File: config.mk
export PLATFORM = sky130hd
export DESIGN_NAME = mw_eeprom_host
export DESIGN_NICKNAME = d
export VERILOG_FILES = /design/src/rtl/mw_pkg.sv /design/src/rtl/mw_datapath.sv /design/src/rtl/mw_ctrl.sv /design/src/rtl/mw_eeprom_host.sv
export SDC_FILE = /design/constraint.sdc
export NUM_CORES = 1
export LEC_CHECK = 0
export BUFFER_PORTS_ARGS = -buffer_cell sky130_fd_sc_hd__buf_2
export CORE_AREA = 2 2 98 100
export CTS_BUF_LIST = sky130_fd_sc_hd__clkbuf_4
export CTS_CLUSTER_DIAMETER = 120
export DETAILED_ROUTE_END_ITERATION = 12
export DIE_AREA = 0 0 100 102
export GPL_ROUTABILITY_DRIVEN = 1
export PLACE_DENSITY = 0.8
export SLEW_MARGIN = 20
export SYNTH_ARGS = -nofsm -noshare
export SYNTH_HDL_FRONTEND = slang
export SYNTH_SLANG_ARGS = --single-unit
File: constraint.sdc
create_clock -name clk -period 1.93 [get_ports clk]
set_input_delay 0.193 -clock clk [delete_from_list [all_inputs] [get_ports clk]]
set_output_delay 0.193 -clock clk [all_outputs]
set_load 0.01 [all_outputs]
File: src/rtl/mw_pkg.sv
package mw_pkg;

  typedef enum logic [2:0] {
    OP_READ  = 3'd0,
    OP_WRITE = 3'd1,
    OP_ERASE = 3'd2,
    OP_WEN   = 3'd3,
    OP_WDS   = 3'd4,
    OP_WRALL = 3'd5,
    OP_ERAL  = 3'd6
  } mwOp_e;

  // strobes from control to datapath
  typedef struct packed {
    logic latch;    // take request fields
    logic load;     // build frame into shifter
    logic shift;    // advance shifter one bit
    logic capture;  // shift doutIn into read word
    logic dinEn;    // present shifter MSB on dinOut
  } mwStrb_t;

  function automatic logic isProgram(mwOp_e op);
    return op inside {OP_WRITE, OP_ERASE, OP_WRALL, OP_ERAL};
  endfunction

  function automatic logic hasPayload(mwOp_e op);
    return op inside {OP_READ, OP_WRITE, OP_WRALL};
  endfunction

endpackage

File: src/rtl/mw_datapath.sv
module mw_datapath
  import mw_pkg::*;
#(
  parameter int ADDR_W = 7,
  parameter int DATA_W = 16
) (
  input  logic              clk,
  input  logic              rstN,
  input  mwStrb_t           strb,
  input  mwOp_e             frameOp,
  input  logic [ADDR_W-1:0] reqAddr,
  input  logic [DATA_W-1:0] reqData,
  input  logic              doutIn,
  output logic              dinOut,
  output logic [DATA_W-1:0] rdData
);

  localparam int FIELD_W = ADDR_W + 1;
  localparam int HDR_W   = 3 + FIELD_W;
  localparam int FRAME_W = HDR_W + DATA_W;

  logic [ADDR_W-1:0]  addrQ;
  logic [DATA_W-1:0]  dataQ;
  logic [FRAME_W-1:0] shiftQ;
  logic [DATA_W-1:0]  rdQ;

  logic [1:0]         opc;
  logic [FIELD_W-1:0] field;
  logic [DATA_W-1:0]  payload;

  localparam logic [FIELD_W-3:0] PAD = '0;

  always_comb begin
    opc     = 2'b00;
    field   = '0;
    payload = '0;
    case (frameOp)
      OP_READ:  begin opc = 2'b10; field = {1'b0, addrQ}; end
      OP_WRITE: begin opc = 2'b01; field = {1'b0, addrQ}; payload = dataQ; end
      OP_ERASE: begin opc = 2'b11; field = {1'b0, addrQ}; end
      OP_WEN:   field = {2'b11, PAD};
      OP_WDS:   field = {2'b00, PAD};
      OP_WRALL: begin field = {2'b01, PAD}; payload = dataQ; end
      OP_ERAL:  field = {2'b10, PAD};
      default:  field = '0;
    endcase
  end

  always_ff @(posedge clk or negedge rstN) begin
    if (!rstN) begin
      addrQ  <= '0;
      dataQ  <= '0;
      shiftQ <= '0;
      rdQ    <= '0;
    end else begin
      if (strb.latch) begin
        addrQ <= reqAddr;
        dataQ <= reqData;
      end
      if (strb.load)
        shiftQ <= {1'b1, opc, field, payload};
      else if (strb.shift)
        shiftQ <= {shiftQ[FRAME_W-2:0], 1'b0};
      if (strb.capture)
        rdQ <= {rdQ[DATA_W-2:0], doutIn};
    end
  end

  assign dinOut = strb.dinEn & shiftQ[FRAME_W-1];
  assign rdData = rdQ;

endmodule

File: src/rtl/mw_ctrl.sv
module mw_ctrl
  import mw_pkg::*;
#(
  parameter int SK_HALF = 100,
  parameter int CS_LOW  = 50,
  parameter int TIMEOUT = 2000000,
  parameter int HDR_W   = 11,
  parameter int FRAME_W = 27
) (
  input  logic       clk,
  input  logic       rstN,
  input  logic       reqValid,
  input  logic [2:0] reqOp,
  input  logic       reqWrap,
  input  logic       doutIn,
  output logic       reqReady,
  output mwOp_e      frameOp,
  output mwStrb_t    strb,
  output logic       csOut,
  output logic       skOut,
  output logic       rspDone,
  output logic       rspErr
);

  localparam int LIM1  = (SK_HALF > CS_LOW) ? SK_HALF : CS_LOW;
  localparam int LIMIT = (TIMEOUT > LIM1) ? TIMEOUT : LIM1;
  localparam int TW    = $clog2(LIMIT + 1);
  localparam int BW    = $clog2(FRAME_W + 1);
  localparam int LW    = $clog2(CS_LOW + 1);
  localparam int SW    = $clog2(SK_HALF + 1);

  typedef enum logic [2:0] {
    S_IDLE, S_LOAD, S_SKLO, S_SKHI, S_DESEL, S_POLL, S_DONE
  } state_e;

  state_e        state;
  logic [TW-1:0] timer;
  logic [BW-1:0] bitCnt;
  logic [1:0]    step;     // 0 enable, 1 main, 2 disable
  mwOp_e         mainOp;
  logic          wrapQ;
  logic          polled;
  logic          errQ;

  logic [BW-1:0] nBits;
  logic          halfEnd;

  always_comb begin
    if (step == 2'd0)      frameOp = OP_WEN;
    else if (step == 2'd2) frameOp = OP_WDS;
    else                   frameOp = mainOp;
    nBits   = hasPayload(frameOp) ? BW'(FRAME_W) : BW'(HDR_W);
    halfEnd = (timer == TW'(SK_HALF - 1));

    strb         = '0;
    strb.latch   = (state == S_IDLE) && reqValid;
    strb.load    = (state == S_LOAD);
    strb.dinEn   = (state == S_SKLO) || (state == S_SKHI);
    strb.shift   = (state == S_SKHI) && halfEnd;
    strb.capture = (state == S_SKHI) && halfEnd && (frameOp == OP_READ)
                   && (bitCnt >= BW'(HDR_W));
  end

  assign reqReady = (state == S_IDLE);
  assign csOut    = (state == S_SKLO) || (state == S_SKHI) || (state == S_POLL);
  assign skOut    = (state == S_SKHI);
  assign rspDone  = (state == S_DONE);
  assign rspErr   = errQ;

  always_ff @(posedge clk or negedge rstN) begin
    if (!rstN) begin
      state  <= S_IDLE;
      timer  <= '0;
      bitCnt <= '0;
      step   <= 2'd1;
      mainOp <= OP_READ;
      wrapQ  <= 1'b0;
      polled <= 1'b0;
      errQ   <= 1'b0;
    end else begin
      case (state)
        S_IDLE: if (reqValid) begin
          mainOp <= mwOp_e'(reqOp);
          wrapQ  <= reqWrap && isProgram(mwOp_e'(reqOp));
          step   <= (reqWrap && isProgram(mwOp_e'(reqOp))) ? 2'd0 : 2'd1;
          errQ   <= 1'b0;
          polled <= 1'b0;
          state  <= S_LOAD;
        end
        S_LOAD: begin
          timer  <= '0;
          bitCnt <= '0;
          state  <= S_SKLO;
        end
        S_SKLO: begin
          timer <= halfEnd ? '0 : timer + TW'(1);
          if (halfEnd) state <= S_SKHI;
        end
        S_SKHI: begin
          timer <= halfEnd ? '0 : timer + TW'(1);
          if (halfEnd) begin
            bitCnt <= bitCnt + BW'(1);
            state  <= (bitCnt == nBits - BW'(1)) ? S_DESEL : S_SKLO;
          end
        end
        S_DESEL: begin
          timer <= timer + TW'(1);
          if (timer == TW'(CS_LOW - 1)) begin
            timer <= '0;
            if (errQ) state <= S_DONE;
            else if (isProgram(frameOp) && !polled) state <= S_POLL;
            else if (step == 2'd0) begin
              step <= 2'd1; polled <= 1'b0; state <= S_LOAD;
            end else if (step == 2'd1 && wrapQ) begin
              step <= 2'd2; polled <= 1'b0; state <= S_LOAD;
            end else state <= S_DONE;
          end
        end
        S_POLL: begin
          timer <= timer + TW'(1);
          if (doutIn) begin
            polled <= 1'b1; timer <= '0; state <= S_DESEL;
          end else if (timer == TW'(TIMEOUT - 1)) begin
            errQ <= 1'b1; timer <= '0; state <= S_DESEL;
          end
        end
        S_DONE:  state <= S_IDLE;
        default: state <= S_IDLE;
      endcase
    end
  end

  // checker state: lengths of chip-select low runs and clock phases
  logic [LW-1:0] lowRun;
  logic [SW-1:0] skRun;
  logic          csPrev, skPrev;

  always_ff @(posedge clk or negedge rstN) begin
    if (!rstN) begin
      lowRun <= LW'(CS_LOW);
      skRun  <= SW'(SK_HALF);
      csPrev <= 1'b0;
      skPrev <= 1'b0;
    end else begin
      csPrev <= csOut;
      skPrev <= skOut;
      if (csOut) lowRun <= '0;
      else if (lowRun != LW'(CS_LOW)) lowRun <= lowRun + LW'(1);
      if (skOut != skPrev) skRun <= SW'(1);
      else if (skRun != SW'(SK_HALF)) skRun <= skRun + SW'(1);
    end
  end


  cs_low_min_chk: assert property (@(posedge clk) disable iff (!rstN)
    (csOut && !csPrev) |-> (lowRun >= LW'(CS_LOW)));


  sk_phase_min_chk: assert property (@(posedge clk) disable iff (!rstN)
    (csOut && csPrev && (skOut != skPrev)) |-> (skRun >= SW'(SK_HALF)));


  done_pulse_chk: assert property (@(posedge clk) disable iff (!rstN)
    rspDone |=> !rspDone);


  accept_busy_chk: assert property (@(posedge clk) disable iff (!rstN)
    (reqValid && reqReady) |=> !reqReady);

endmodule

File: src/rtl/mw_eeprom_host.sv
module mw_eeprom_host
  import mw_pkg::*;
#(
  parameter int ADDR_W  = 7,
  parameter int DATA_W  = 16,
  parameter int SK_HALF = 100,
  parameter int CS_LOW  = 50,
  parameter int TIMEOUT = 2000000
) (
  input  logic              clk,
  input  logic              rstN,
  input  logic              reqValid,
  input  logic [2:0]        reqOp,
  input  logic              reqWrap,
  input  logic [ADDR_W-1:0] reqAddr,
  input  logic [DATA_W-1:0] reqData,
  output logic              reqReady,
  output logic              rspDone,
  output logic              rspErr,
  output logic [DATA_W-1:0] rspData,
  output logic              csOut,
  output logic              skOut,
  output logic              dinOut,
  input  logic              doutIn
);

  localparam int HDR_W   = ADDR_W + 4;
  localparam int FRAME_W = HDR_W + DATA_W;

  mwStrb_t strb;
  mwOp_e   frameOp;

  mw_ctrl #(
    .SK_HALF(SK_HALF), .CS_LOW(CS_LOW), .TIMEOUT(TIMEOUT),
    .HDR_W(HDR_W), .FRAME_W(FRAME_W)
  ) uCtrl (
    .clk(clk), .rstN(rstN), .reqValid(reqValid), .reqOp(reqOp),
    .reqWrap(reqWrap), .doutIn(doutIn), .reqReady(reqReady),
    .frameOp(frameOp), .strb(strb), .csOut(csOut), .skOut(skOut),
    .rspDone(rspDone), .rspErr(rspErr)
  );

  mw_datapath #(.ADDR_W(ADDR_W), .DATA_W(DATA_W)) uDp (
    .clk(clk), .rstN(rstN), .strb(strb), .frameOp(frameOp),
    .reqAddr(reqAddr), .reqData(reqData), .doutIn(doutIn),
    .dinOut(dinOut), .rdData(rspData)
  );


  din_hold_chk: assert property (@(posedge clk) disable iff (!rstN)
    (skOut && $past(skOut)) |-> $stable(dinOut));

endmodule

==> flow_summary.ini, run 1 <==
[status]
status = finished with violations
violations = negative setup slack

[logic_synthesis]
synth-compound-area-share_pct = 11.85
synthesis.nets = 522
ys_seq_elements = 103
synth-edff-count = 0
syn_area_per_cell_sq_um = 10.17
synth_fa_ha_area_share_pct = 1.011
netlist-cell-type-count = 61
synth_cells = 487
synth_ff_type = dfrtp_1
muxShareOfSynthArea_pct = 6.013
synth_area_sq_mm = 0.004952
synth_warnings = 0
synth_simple_gate_area_share_pct = 22.49
synth_xor_area_share_pct = 4.068
yosysSeqAreaShare_pct = 52.07
synthArstFlopShare_pct = 100.0
synth_top_family_by_area = simple AND/OR/NAND/NOR gates

[worst_setup_path]
crit_type = reg -> reg
worst-path-max-fanout = 4
cp.required_ns = 2.28
reg2reg_slack_ns = -0.10
cp-start-kind = flip-flop
crit_arrival_ns = 2.39
cp-end-kind = flip-flop

[drt]
wl_microns = 12410
routedWlPerCell_microns = 16.98
drtAntennaViolNets = 0
drc = 0
viasPerCell = 5.845
vias = 4273
drt_iter0_drc = 333
dr.pass1.iters = 5

[clock_tree]
cts-root-buf = clkbuf_4
cts_buffer_depth = 2
htree_levels = 3
clock_sinks = 103
cts.clk_slew.worst_paths_ns = 0.18
cts_buffers = 9
cts_tree = built
clk_latency_ns = 0.46

[global_routing]
grt_use_total_pct = 24.12
grt_pass1_wl_microns = 19680
antenna_found_initial = 0
grt_pass1_vias = 4174
grt_start_max_net_pins = 47
grt-ovfl-total = 0

[timing]
finalSetupViolations = 51
skew_ns = 0.02426
max_freq_mhz = 491.6
hold_viol = 0
worstMarginPinSlew_ns = 0.6181
worst_slack_ns = -0.1040
hold_slack_ns = 0.01492
rsz0062_at_grt = yes
fin_crit_ns = 2.034
max-slew-margin-rel_pct = 58.79
slew_viol_final = 0
period_share_pct = 105.4

[layout]
antenna_cells = 0
final_cells = 731
ff_latch_area_sq_mm = 0.002581
area_delta_synth_final_pct = 29.66
nFillCells = 638
drive_above_1_share_pct = 31.13
fin_nets = 650
multi_input_area_sq_mm = 0.002457

[power_and_ir_drop]
power.density_mw_per_mm2 = 525.3
leakage_uw = 0.003164
peakVddDrop_uv = 497.1
power_uw = 3373

[place]
placed_cells = 668
gp_congestion = 0.8891
pre_cts_slack_ns = -0.03968
dp_hpwl_microns = 7496
portBuffers = 52

[job]
cap_violations = 0

[floorplanning]
die_y_microns = 102
ios = 53
core_sq_mm = 0.009109
rows = 35
die_area_sq_mm = 0.01020
die_w_microns = 100
start_util_pct = 54.37

[worst_hold_path]
hold_path_class = in -> reg
-- power by group --
| part | switching [uW] | internal, uW | total [uW] |
|---|---|---|---|
| combinational | 65.7 | 67.5 | 133 |
| clock | 786 | 293 | 1080 |
| sequential | 0.744 | 2160 | 2160 |
| total | 852 | 2520 | 3370 |
-- registers in the layout, indices dropped and copies added (netlist names) --
name	flops
uDp.dataQ	16
uCtrl.polled	1
uDp.rdData	16
uCtrl.step	2
uDp.addrQ	7
uCtrl.mainOp	3
uCtrl.state	3
uCtrl.rspErr	1
uDp.shiftQ	27
uCtrl.timer	21
uCtrl.bitCnt	5
uCtrl.wrapQ	1
-- area by class of cell --
cell class                 instances  area share, %
sequential                       103          40.20
multi-input combinational        356          38.27
timing repair buffer             138          16.91
tap                              111          2.163
clock buffer                       9          1.052
clock inverter                     7         0.9938
inverter                           7         0.4092
-- critical path: stages (launching register included) --
cell	delay [ns]
dfrtp_1	0.49
nor4_4	0.39
and4_4	0.31
a21boi_2	0.09
nor4b_4	0.28
buf_4	0.19
buf_4	0.14
nor2_1	0.04
-- kinds of logic after synthesis --
logic type                 count (synthesis)
muxes                                     24
and+or+nand+nor                          214
AOI/OAI and AO/OA                         90
xor gates and xnor gates                  23
adders and majority gates                  4
buffers and inverters                     29
DFF                                      103
-- worst paths after layout --
check                                startpoint               to  cells past startpoint
min in group asynchronous                  rstN   uDp.shiftQ[15]                      2
worst min-delay path                     doutIn    uDp.rdData[0]                      2
worst max register to register  uCtrl.timer[18]  uCtrl.timer[11]                      7
worst min register to register     uDp.dataQ[1]     uDp.dataQ[1]                      2
worst max-delay path            uCtrl.timer[18]  uCtrl.timer[11]                      7
max in group asynchronous                  rstN   uDp.shiftQ[26]                      3
-- routing by layer --
metal	GRT usage, %	up-vias	routed length (microns)
li1	-	1975	-
met1	32.68	2100	5281
met2	39.86	171	6088
met3	4.446	27	791
met4	7.692	0	250
met5	0	-	0
-- Yosys cell counts (2+ instances only) --
library cell,instances,area share (%)
mux2_2,6,1.4
a31o_2,4,0.71
nor4_4,2,0.86
and2_1,2,0.25
nand2_1,94,7.1
or3_1,3,0.38
a22oi_1,21,3.2
nand4b_1,4,0.71
xnor2_1,6,1.1
nor2b_1,4,0.51
nor2_1,48,3.6
and4_1,5,0.88
dfrtp_1,102,52
o21ai_0,11,1.1
xor2_1,17,3.0
and3_1,4,0.51
mux2i_1,8,1.6
nor4bb_1,2,0.40
a211o_1,3,0.53
a21oi_1,31,3.1
nand4_1,8,1.0
a21o_1,2,0.30
nor4_1,2,0.25
o21a_1,4,0.61
nand3_1,13,1.3
nor4_2,2,0.51
nor3_1,5,0.51
ha_1,4,1.0
o31ai_1,2,0.30
o22ai_1,3,0.38
a311oi_1,2,0.35
inv_1,7,0.53
nand2b_1,2,0.25
clkbuf_1,16,1.2
buf_2,3,0.30
mux2_4,10,3.0
-- placed cells by master (no fill, tap or decap), drive strengths merged, types with 8 or more instances in the layout --
| master | netlist | final |
|---|---|---|
| a21oi | 31 | 31 |
| a22oi | 21 | 21 |
| buf | 6 | 110 |
| clkbuf | 16 | 10 |
| dfrtp | 102 | 102 |
| dlygate4sd3 | 0 | 27 |
| inv | 7 | 11 |
| mux2 | 16 | 16 |
| mux2i | 8 | 8 |
| nand2 | 95 | 96 |
| nand3 | 13 | 13 |
| nand4 | 9 | 9 |
| nor2 | 48 | 48 |
| o21ai | 11 | 11 |
| xor2 | 17 | 17 |
-- through the flow --
stage	TNS [ns]	util [%]	instance area, sq um
after floorplan	-2.393	-	4985
after global placement	-0.004424	61.72	5622
after detailed placement	-0.3327	61.72	5622
after CTS	-1.157	67.68	6165
after global routing	-7.651	70.49	6421
final	-3.389	70.49	6421
-- what timing repair did --
action                                  in CTS  in global routing
endpoints found under the setup margin      61                 73
endpoints found under the hold margin       68                  0
pin swaps                                    8                 16
setup buffers                                9                  6
hold buffers                                27                  0
cloned                                       3                  2
resized for setup                           13                 38
No activity file was read; power rests on OpenSTA's default activity.
==> run 2: changes to the inputs <==
- CORE_AREA: 2 2 98 100 -> 2 2 113 115
- DIE_AREA: 0 0 100 102 -> 0 0 115 117
- PLACE_DENSITY: 0.8 -> 0.63
==> flow_summary.ini, run 2 (synthesis gave the netlist of run 1 again) <==
[status]
status = finished with violations
violations = negative setup slack

[timing]
hold_viol = 0
hold_slack_ns = 0.1846
worstMarginPinSlew_ns = 0.5361
rsz0062_at_grt = yes
fin_crit_ns = 1.980
worst_slack_ns = -0.04959
slew_viol_final = 0
max_freq_mhz = 505.2
period_share_pct = 102.6
finalSetupViolations = 40
skew_ns = 0.02327
max-slew-margin-rel_pct = 64.26

[drt]
drtAntennaViolNets = 0
viasPerCell = 5.232
wl_microns = 11980
drt_iter0_drc = 239
routedWlPerCell_microns = 15.52
vias = 4039
drc = 0
dr.pass1.iters = 5

[floorplanning]
die_w_microns = 115
rows = 41
core_sq_mm = 0.01231
start_util_pct = 40.22
ios = 53
die_y_microns = 117
die_area_sq_mm = 0.01346

[layout]
largest_register_ffs = 27
fin_nets = 652
final_cells = 772
antenna_cells = 0
drive_above_1_share_pct = 34.57
area_delta_synth_final_pct = 34.26
stdcell_area_sq_mm = 0.006649
layout_common_cells = 100 x dfrtp_1, 93 x nand2_1, 51 x buf_2, 49 x buf_4, 29 x dlygate4sd3_1
top_regs = uDp.shiftQ (27), uCtrl.timer (21)
top_register = uDp.shiftQ
layout_commonest_cell = dfrtp_1

[global_routing]
grt_pass1_vias = 3957
grt-ovfl-total = 0
grt_start_max_net_pins = 39
grt_use_total_pct = 18.27
grt_pass1_wl_microns = 19270
antenna_found_initial = 0

[job]
cap_violations = 0

[worst_setup_path]
cp-start-kind = flip-flop
crit_arrival_ns = 2.37
crit_type = reg -> reg
worst-path-max-fanout = 19
cp.required_ns = 2.32
cp-end-kind = flip-flop

[worst_hold_path]
hold_path_class = in -> async

[clock_tree]
cts.clk_slew.worst_paths_ns = 0.16
cts_buffers = 9
cts_tree = built
htree_levels = 3
cts-root-buf = clkbuf_4
clk_latency_ns = 0.50
cts_buffer_depth = 2
clock_sinks = 103

[place]
portBuffers = 52
gp_congestion = 0.8262
placed_cell_area_sq_mm = 0.005763
dp_hpwl_microns = 7657
placed_cells = 716
pre_cts_slack_ns = -0.04929

[power_and_ir_drop]
peakVddDrop_uv = 377.6
leakage_uw = 0.003284
power.density_mw_per_mm2 = 526.8
## run 2: cell count changes in the layout (fill, tap and decap cells not counted), sizes merged
cell / before / now
clkbuf: 10 / 13
dlygate4sd3: 27 / 29
inv: 11 / 9
buf: 110 / 109
bufinv: 0 / 1
clkinv: 2 / 3
clkinvlp: 1 / 0
nand2: 96 / 95
## run 2: power breakdown
part | internal (uW) | switching, uW | leakage (uW)
registers | 2160 | 0.832 | 0.00139
clock network | 430 | 774 | 0.0000841
logic | 71.5 | 66.4 | 0.00181
## run 2: final timing paths
kind	from	end	slack (ns)	depth (start not counted)
worst max register to register	uCtrl.timer[8]	uCtrl.timer[14]	-0.05	6
worst max-delay path	uCtrl.timer[8]	uCtrl.timer[14]	-0.05	6
worst min register to register	uDp.dataQ[14]	uDp.dataQ[14]	0.50	2
min in group clk	reqValid	uCtrl.polled	0.19	4
max in group asynchronous	rstN	uDp.rdData[0]	1.16	3
worst min-delay path	rstN	uCtrl.timer[11]	0.18	2
## run 2: repair_timing
| action | in CTS | in global routing |
|---|---|---|
| gates cloned | 1 | 4 |
| setup buffers | 4 | 3 |
| pin swaps | 1 | 9 |
| gates resized for setup | 8 | 73 |
| setup endpoints to repair | 59 | 71 |
| endpoints found under the hold margin | 64 | 0 |
| hold buffers | 29 | 0 |
## run 2: per-layer routing
layer / track usage, % / wire length, microns / up-vias
met4: 4.177 / 109 / 0
li1: - / - / 1969
met3: 4.995 / 417 / 11
met5: 0 / 0 / -
met1: 24.45 / 5777 / 1991
met2: 29.84 / 5680 / 68
## run 2: final cells by class
class / count / area [sq um]
clock inverters: 6 / 77.57
multi-input cells: 355 / 2564
inverters: 7 / 26.28
fillers: 1081 / 5663
well taps: 150 / 187.7
repair buffers: 141 / 1137
flip-flops and latches: 103 / 2581
clock buffers: 10 / 75.07
## run 2: per-stage QoR
| step | TNS [ns] | util, % | power, uW |
|---|---|---|---|
| after floorplan | -2.393 | - | 2206 |
| after global placement | 0 | 46.81 | 2294 |
| after detailed placement | -0.9493 | 46.81 | 2296 |
| after CTS | -1.046 | 51.15 | 3542 |
| after global routing | -4.606 | 54.00 | 3642 |
| final | -0.8272 | 54.00 | 3503 |
## run 2: worst max-delay path, stage by stage, from the launching register on
cell,delay (ns)
dfrtp_1,0.44
nor4_4,0.41
nand4_4,0.18
o21a_4,0.26
nor4b_4,0.32
buf_12,0.19
nor2_1,0.06
